===== src/rtl/tbr_pkg.sv =====
package tbr_pkg;

  // Per-branch status bits held alongside each pending entry.
  typedef struct packed {
    logic taken;
    logic mispred;
    logic pred_taint;
    logic tgt_taint;
  } br_flags_t;

endpackage


===== src/rtl/tbr_entry.sv =====
module tbr_entry
  import tbr_pkg::*;
#(
  parameter int AGE_W  = 6,
  parameter int ROOT_W = 6,
  parameter int ADDR_W = 32
) (
  input  logic              clk,
  input  logic              rst,
  input  logic              load_en,
  input  logic [AGE_W-1:0]  load_age,
  input  logic [ADDR_W-1:0] load_pc,
  input  logic [ADDR_W-1:0] load_next,
  input  br_flags_t         load_flags,
  input  logic [ROOT_W-1:0] load_proot,
  input  logic [ROOT_W-1:0] load_troot,
  input  logic              vis_valid,
  input  logic [ROOT_W-1:0] vis_root,
  input  logic              drop,
  output logic              valid_o,
  output logic [AGE_W-1:0]  age_o,
  output logic [ADDR_W-1:0] pc_o,
  output logic [ADDR_W-1:0] next_o,
  output br_flags_t         flags_o,
  output logic              clean_o
);

  logic              valid_q;
  logic [AGE_W-1:0]  age_q;
  logic [ADDR_W-1:0] pc_q;
  logic [ADDR_W-1:0] next_q;
  br_flags_t         flags_q;
  logic [ROOT_W-1:0] proot_q;
  logic [ROOT_W-1:0] troot_q;

  // A root at or below the visibility point is no longer speculative.
  logic in_pred_safe, in_tgt_safe, st_pred_safe, st_tgt_safe;
  assign in_pred_safe = vis_valid && (load_proot <= vis_root);
  assign in_tgt_safe  = vis_valid && (load_troot <= vis_root);
  assign st_pred_safe = vis_valid && (proot_q <= vis_root);
  assign st_tgt_safe  = vis_valid && (troot_q <= vis_root);

  always_ff @(posedge clk) begin
    if (rst) begin
      valid_q <= 1'b0;
      flags_q <= '0;
    end else if (drop) begin
      valid_q <= 1'b0;
    end else if (load_en) begin
      valid_q            <= 1'b1;
      flags_q.taken      <= load_flags.taken;
      flags_q.mispred    <= load_flags.mispred;
      flags_q.pred_taint <= load_flags.pred_taint && !in_pred_safe;
      flags_q.tgt_taint  <= load_flags.tgt_taint && !in_tgt_safe;
    end else if (valid_q) begin
      if (st_pred_safe) flags_q.pred_taint <= 1'b0;
      if (st_tgt_safe)  flags_q.tgt_taint  <= 1'b0;
    end
  end

  // Payload needs no reset: it is only read while valid_q is set.
  always_ff @(posedge clk) begin
    if (load_en && !drop) begin
      age_q   <= load_age;
      pc_q    <= load_pc;
      next_q  <= load_next;
      proot_q <= load_proot;
      troot_q <= load_troot;
    end
  end

  assign valid_o = valid_q;
  assign age_o   = age_q;
  assign pc_o    = pc_q;
  assign next_o  = next_q;
  assign flags_o = flags_q;
  assign clean_o = valid_q && !flags_q.pred_taint && !flags_q.tgt_taint;

endmodule


===== src/rtl/tbr_oldest_pick.sv =====
module tbr_oldest_pick #(
  parameter int DEPTH = 8,
  parameter int AGE_W = 6,
  parameter int IDX_W = 3
) (
  input  logic [DEPTH-1:0]            cand,
  input  logic [DEPTH-1:0][AGE_W-1:0] ages,
  output logic                        found,
  output logic [IDX_W-1:0]            idx
);

  logic [AGE_W-1:0] best;

  // Smallest age among the candidates wins.
  always_comb begin
    found = 1'b0;
    idx   = '0;
    best  = '0;
    for (int i = 0; i < DEPTH; i++) begin
      if (cand[i] && (!found || ages[i] < best)) begin
        found = 1'b1;
        idx   = IDX_W'(i);
        best  = ages[i];
      end
    end
  end

endmodule


===== src/rtl/tbr_slot_alloc.sv =====
module tbr_slot_alloc #(
  parameter int DEPTH = 8,
  parameter int IDX_W = 3
) (
  input  logic [DEPTH-1:0] occupied,
  output logic             free_any,
  output logic [IDX_W-1:0] free_idx
);

  // Lowest empty slot; scanning downward lets the lowest index win.
  always_comb begin
    free_any = 1'b0;
    free_idx = '0;
    for (int i = DEPTH - 1; i >= 0; i--) begin
      if (!occupied[i]) begin
        free_any = 1'b1;
        free_idx = IDX_W'(i);
      end
    end
  end

endmodule


===== src/rtl/taint_branch_resolver.sv =====
module taint_branch_resolver
  import tbr_pkg::*;
#(
  parameter int DEPTH  = 8,
  parameter int AGE_W  = 6,
  parameter int ROOT_W = 6,
  parameter int ADDR_W = 32
) (
  input  logic              clk,
  input  logic              rst,
  input  logic              res_valid,
  input  logic [AGE_W-1:0]  res_age,
  input  logic [ADDR_W-1:0] res_pc,
  input  logic [ADDR_W-1:0] res_next,
  input  logic              res_taken,
  input  logic              res_mispred,
  input  logic              res_pred_tainted,
  input  logic [ROOT_W-1:0] res_pred_root,
  input  logic              res_tgt_tainted,
  input  logic [ROOT_W-1:0] res_tgt_root,
  input  logic              vis_valid,
  input  logic [ROOT_W-1:0] vis_root,
  input  logic              flush,
  output logic              upd_valid,
  output logic [ADDR_W-1:0] upd_pc,
  output logic              upd_taken,
  output logic [ADDR_W-1:0] upd_next,
  output logic              sq_valid,
  output logic [AGE_W-1:0]  sq_age,
  output logic [ADDR_W-1:0] sq_next
);

  localparam int IDX_W = (DEPTH > 1) ? $clog2(DEPTH) : 1;

  logic [DEPTH-1:0]            ent_valid;
  logic [DEPTH-1:0]            ent_clean;
  logic [DEPTH-1:0]            ent_load;
  logic [DEPTH-1:0]            ent_drop;
  logic [DEPTH-1:0][AGE_W-1:0] ent_age;
  logic [ADDR_W-1:0]           ent_pc   [DEPTH];
  logic [ADDR_W-1:0]           ent_next [DEPTH];
  br_flags_t                   ent_flags[DEPTH];

  br_flags_t        in_flags;
  logic             pick_found;
  logic [IDX_W-1:0] pick_idx;
  logic             free_any;
  logic [IDX_W-1:0] free_idx;

  logic              issue;
  logic              squash_now;
  logic              accept;
  logic [AGE_W-1:0]  sel_age;
  logic [ADDR_W-1:0] sel_pc;
  logic [ADDR_W-1:0] sel_next;
  br_flags_t         sel_flags;

  assign in_flags = {res_taken, res_mispred, res_pred_tainted, res_tgt_tainted};

  // Selection: oldest entry whose predicate and target are both clean.
  tbr_oldest_pick #(.DEPTH(DEPTH), .AGE_W(AGE_W), .IDX_W(IDX_W)) u_pick (
    .cand  (ent_clean),
    .ages  (ent_age),
    .found (pick_found),
    .idx   (pick_idx)
  );

  tbr_slot_alloc #(.DEPTH(DEPTH), .IDX_W(IDX_W)) u_alloc (
    .occupied (ent_valid),
    .free_any (free_any),
    .free_idx (free_idx)
  );

  assign sel_age    = ent_age[pick_idx];
  assign sel_pc     = ent_pc[pick_idx];
  assign sel_next   = ent_next[pick_idx];
  assign sel_flags  = ent_flags[pick_idx];

  assign issue      = pick_found && !flush;
  assign squash_now = issue && sel_flags.mispred;
  // A resolve on the wrong side of a same-cycle squash is discarded.
  assign accept     = res_valid && !flush && free_any &&
                      !(squash_now && (res_age > sel_age));

  for (genvar g = 0; g < DEPTH; g++) begin : g_ent
    logic younger;
    assign younger     = ent_valid[g] && (ent_age[g] > sel_age);
    assign ent_drop[g] = flush ||
                         (issue && (pick_idx == IDX_W'(g))) ||
                         (squash_now && younger);
    assign ent_load[g] = accept && (free_idx == IDX_W'(g));

    tbr_entry #(.AGE_W(AGE_W), .ROOT_W(ROOT_W), .ADDR_W(ADDR_W)) u_entry (
      .clk        (clk),
      .rst        (rst),
      .load_en    (ent_load[g]),
      .load_age   (res_age),
      .load_pc    (res_pc),
      .load_next  (res_next),
      .load_flags (in_flags),
      .load_proot (res_pred_root),
      .load_troot (res_tgt_root),
      .vis_valid  (vis_valid),
      .vis_root   (vis_root),
      .drop       (ent_drop[g]),
      .valid_o    (ent_valid[g]),
      .age_o      (ent_age[g]),
      .pc_o       (ent_pc[g]),
      .next_o     (ent_next[g]),
      .flags_o    (ent_flags[g]),
      .clean_o    (ent_clean[g])
    );
  end

  // Registered requests toward the front end.
  always_ff @(posedge clk) begin
    if (rst) begin
      upd_valid <= 1'b0;
      sq_valid  <= 1'b0;
    end else begin
      upd_valid <= issue;
      sq_valid  <= squash_now;
    end
  end

  always_ff @(posedge clk) begin
    if (issue) begin
      upd_pc    <= sel_pc;
      upd_taken <= sel_flags.taken;
      upd_next  <= sel_next;
      sq_age    <= sel_age;
      sq_next   <= sel_next;
    end
  end

endmodule


===== config.mk =====
export PLATFORM = sky130hd
export DESIGN_NAME = taint_branch_resolver
export DESIGN_NICKNAME = d
export VERILOG_FILES = /design/src/rtl/tbr_pkg.sv /design/src/rtl/tbr_entry.sv /design/src/rtl/tbr_oldest_pick.sv /design/src/rtl/tbr_slot_alloc.sv /design/src/rtl/taint_branch_resolver.sv
export SDC_FILE = /design/constraint.sdc
export NUM_CORES = 1
export LEC_CHECK = 0
export ABC_AREA = 1
export BUFFER_PORTS_ARGS = -buffer_cell sky130_fd_sc_hd__buf_2
export CAP_MARGIN = 20
export CORE_MARGIN = 1
export CORE_UTILIZATION = 40
export DETAILED_ROUTE_END_ITERATION = 10
export GPL_ROUTABILITY_DRIVEN = 0
export SLEW_MARGIN = 20
export SYNTH_ARGS = -nofsm -noshare
export SYNTH_HDL_FRONTEND = slang
export SYNTH_HIERARCHICAL = 1
export SYNTH_SLANG_ARGS = --single-unit

===== constraint.sdc =====
create_clock -name clk -period 15.37 [get_ports clk]
set_clock_uncertainty 0.15 [all_clocks]
set_input_delay 1.537 -clock clk [delete_from_list [all_inputs] [get_ports clk]]
set_output_delay 1.537 -clock clk [all_outputs]
set_load 0.02 [all_outputs]

==> impl_metrics.tcl <==
set metrics [dict create \
    status "finished with violations" \
    violations "DRC" \
    ys_ff_latch 769 \
    rsz0062_at_grt "false" \
    slew_viol_final 0 \
    synth_top_family_by_area "simple AND/OR/NAND/NOR gates" \
    fin_nets 3801 \
    relSlewSlack_pct 29.8 \
    powerDensity_nw_per_um2 112 \
    start_kind "register" \
    grt_overflow 0 \
    stdcell_count 4653 \
    netlist_area_um2 35900 \
    use_met3_pct 2.90 \
    antenna_found_initial 4 \
    synthMuxAreaShare_pct 0 \
    synthFlopType "edfxtp_1" \
    crit_arrival_ns 13.87 \
    final_cell_area_um2 41000 \
    synth_edf_count 727 \
    synth_fa_ha_area_share_pct 9.78 \
    synth_top_cell_by_area "edfxtp_1" \
    dr.pass1.iters 11 \
    clock_latency_ns 0.63 \
    ant_nets 0 \
    leakagePower_nw 16.3 \
    hold_violations 0 \
    grt_util_met2_pct 32.9 \
    drv_cap 0 \
    grt_max_degree 90 \
    synthSimpleGateAreaFrac_pct 14.9 \
    slowest_stage "bufinv_8" \
    syn-instance-count 3233 \
    dp_cells 4504 \
    port_buffers 201 \
    async_reset_ff_share_pct 0 \
    synth_top_cells_by_count "nand2_1 (867), edfxtp_1 (727), inv_1 (370), ha_1 (281), nor2_1 (223)" \
    min_path_type "register to register" \
    cts_tree "yes" \
    h-tree-depth 3 \
    grt_pass1_vias 23400 \
    min_period_ns 13.70 \
    die_w_um 302 \
    max_freq_ghz 0.0730 \
    viasPerCell 5.15 \
    core_um2 88600 \
    worst-setup-path-type "register to register" \
    grtUsageTotal_pct 20.3 \
    yosys.cell_count.top_type "nand2_1" \
    grt_first_pass_wirelength_mm 140 \
    synth-compound-area-share_pct 6.56 \
    irDropWorstVdd_v 0.0000840 \
    syn-num-nets 3611 \
    ys_top_cells_by_area "edfxtp_1 (61%), ha_1 (9.8%), nand2_1 (9.1%), inv_1 (3.9%), dfxtp_1 (2.3%)" \
    cts_setup_buffers 0 \
    slowest_delay_ns 0.48 \
    drc 5 \
    dieHeight_um 302 \
    fin_crit_sh_pct 89.1 \
    io_pins 202 \
    endpoint_kind "register" \
    syn_avg_cell_area_um2 11.1 \
    clkTransAtPathRegs_ns 0.06 \
    gr-usage-met1_pct 28.7 \
    drt_iter0_markers 1809 \
    layout-drive-gt1-share_pct 12.3 \
    critPathRequiredTime_ns 15.54 \
    fin_tns_setup_ns 0 \
    yosys_warnings 6 \
    dp_hpwl_mm 56.8 \
    worstMarginPinSlew_ns 1.05 \
    yosysSeqAreaShare_pct 63.1 \
    root_buffer "clkbuf_16" \
    busiest_layer "met2" \
    dieArea_um2 91000 \
    cts.path.max_buffers 3 \
    synth_cell_type_count 33 \
    cts_sinks 769 \
    postCtsHoldBufs 0 \
    synthXorXnorAreaFrac_pct 0 \
    worst-path-max-fanout 89 \
    routedWlPerCell_um 19.7 \
    netlist.area_leader.share_pct 60.7 \
    path_common_cell "nand2_1" \
    wirelength_mm 91.8 \
    vias 24000 \
    area_growth_pct 14.0 \
    n_antenna_cell 0 \
    start_util_pct 40.5 \
    setup_viol 0 \
    rows 109 \
    cts_buffers 82 \
    placed_cell_area_um2 38100 \
]
final timing paths:
kind	startpoint	slack (ns)	end	depth (start not counted)
worst max-delay path	g_ent[0].u_entry/valid_o	1.67	g_ent[2].u_entry/next_o[4]	76
worst max register to register	g_ent[0].u_entry/valid_o	1.67	g_ent[2].u_entry/next_o[4]	76
worst min-delay path	g_ent[4].u_entry/flags_o[2]	0.32	g_ent[4].u_entry/flags_o[2]	2
worst min register to register	g_ent[4].u_entry/flags_o[2]	0.32	g_ent[4].u_entry/flags_o[2]	2
cells in the final DEF (no fill, tap or decap), types with 16 or more instances in the layout:
master / instances
a31oi_1: 73
nand2_1: 866
nand4_1: 67
clkbuf_16: 83
nand3_1: 103
buf_2: 201
ha_1: 281
o21ai_0: 39
nand2_2: 18
edfxtp_1: 727
a22oi_1: 100
nor2_1: 221
dfxtp_1: 42
a21oi_2: 17
nor2_2: 23
a21oi_1: 131
inv_1: 362
clkinv_2: 16
worst max-delay path: cells and delay by family (launching register included):
| family | cells | cell delay (ns) |
|---|---|---|
| simple gates | 45 | 4.82 |
| compound gates | 19 | 3.96 |
| flops | 1 | 0.41 |
| buf+inv | 4 | 1.43 |
| fa+ha+maj | 8 | 2.47 |
metal layers:
layer | part of all wire (%) | up-vias | wire (um)
li1 | - | 11500 | -
met1 | 45 | 11600 | 41600
met2 | 46 | 733 | 42500
met3 | 6.7 | 107 | 6190
met4 | 1.6 | 4 | 1480
met5 | 0.033 | - | 30
flip-flops by register name (all words and copies together), names as in the netlist, 6 cells and up:
| register | cells |
|---|---|
| g_ent.u_entry/proot_q | 48 |
| upd_pc | 32 |
| sq_next | 32 |
| g_ent.u_entry/pc_o | 256 |
| sq_age | 6 |
| g_ent.u_entry/troot_q | 48 |
| g_ent.u_entry/age_o | 48 |
| g_ent.u_entry/next_o | 256 |
| g_ent.u_entry/flags_o | 32 |
| g_ent.u_entry/valid_o | 8 |
layout make-up:
class / count / area, um^2
repair buffers: 222 / 1260
multi-input cells: 1971 / 11200
well taps: 1165 / 1460
clock buffers: 96 / 2160
clock inverters: 53 / 677
flip-flops and latches: 769 / 22700
fillers: 8108 / 47700
inverters: 377 / 1510
per-stage QoR:
step | hold WS (ns) | power (mW) | utilization [%] | setup slack, ns
6_report | 0.318 | 4.58 | 46.2 | 1.67
2_1_floorplan | 0.289 | 2.47 | - | 2.52
3_3_place_gp | 0.314 | 2.57 | 42.9 | 1.46
4_1_cts | 0.319 | 4.62 | 46.1 | 1.17
5_1_grt | 0.346 | 4.74 | 46.2 | 0.0691
3_5_place_dp | 0.310 | 2.57 | 42.9 | 1.24
kinds of logic after synthesis:
kind of cell	Yosys count
AOI/OAI and AO/OA	381
adders and majority gates	281
buffers and inverters	493
and+or+nand+nor	1309
DFF	769
power breakdown:
part           switching (mW)  internal (mW)
Combinational           0.155         0.0678
Sequential            0.00404           2.30
Clock                   0.836           1.22
Total                   0.995           3.59
repair_timing:
item	in CTS	in global routing
resized for setup	0	24
endpoints found under the setup margin	0	688
hold endpoints to repair	0	0
No activity file was read; power rests on OpenSTA's default activity.
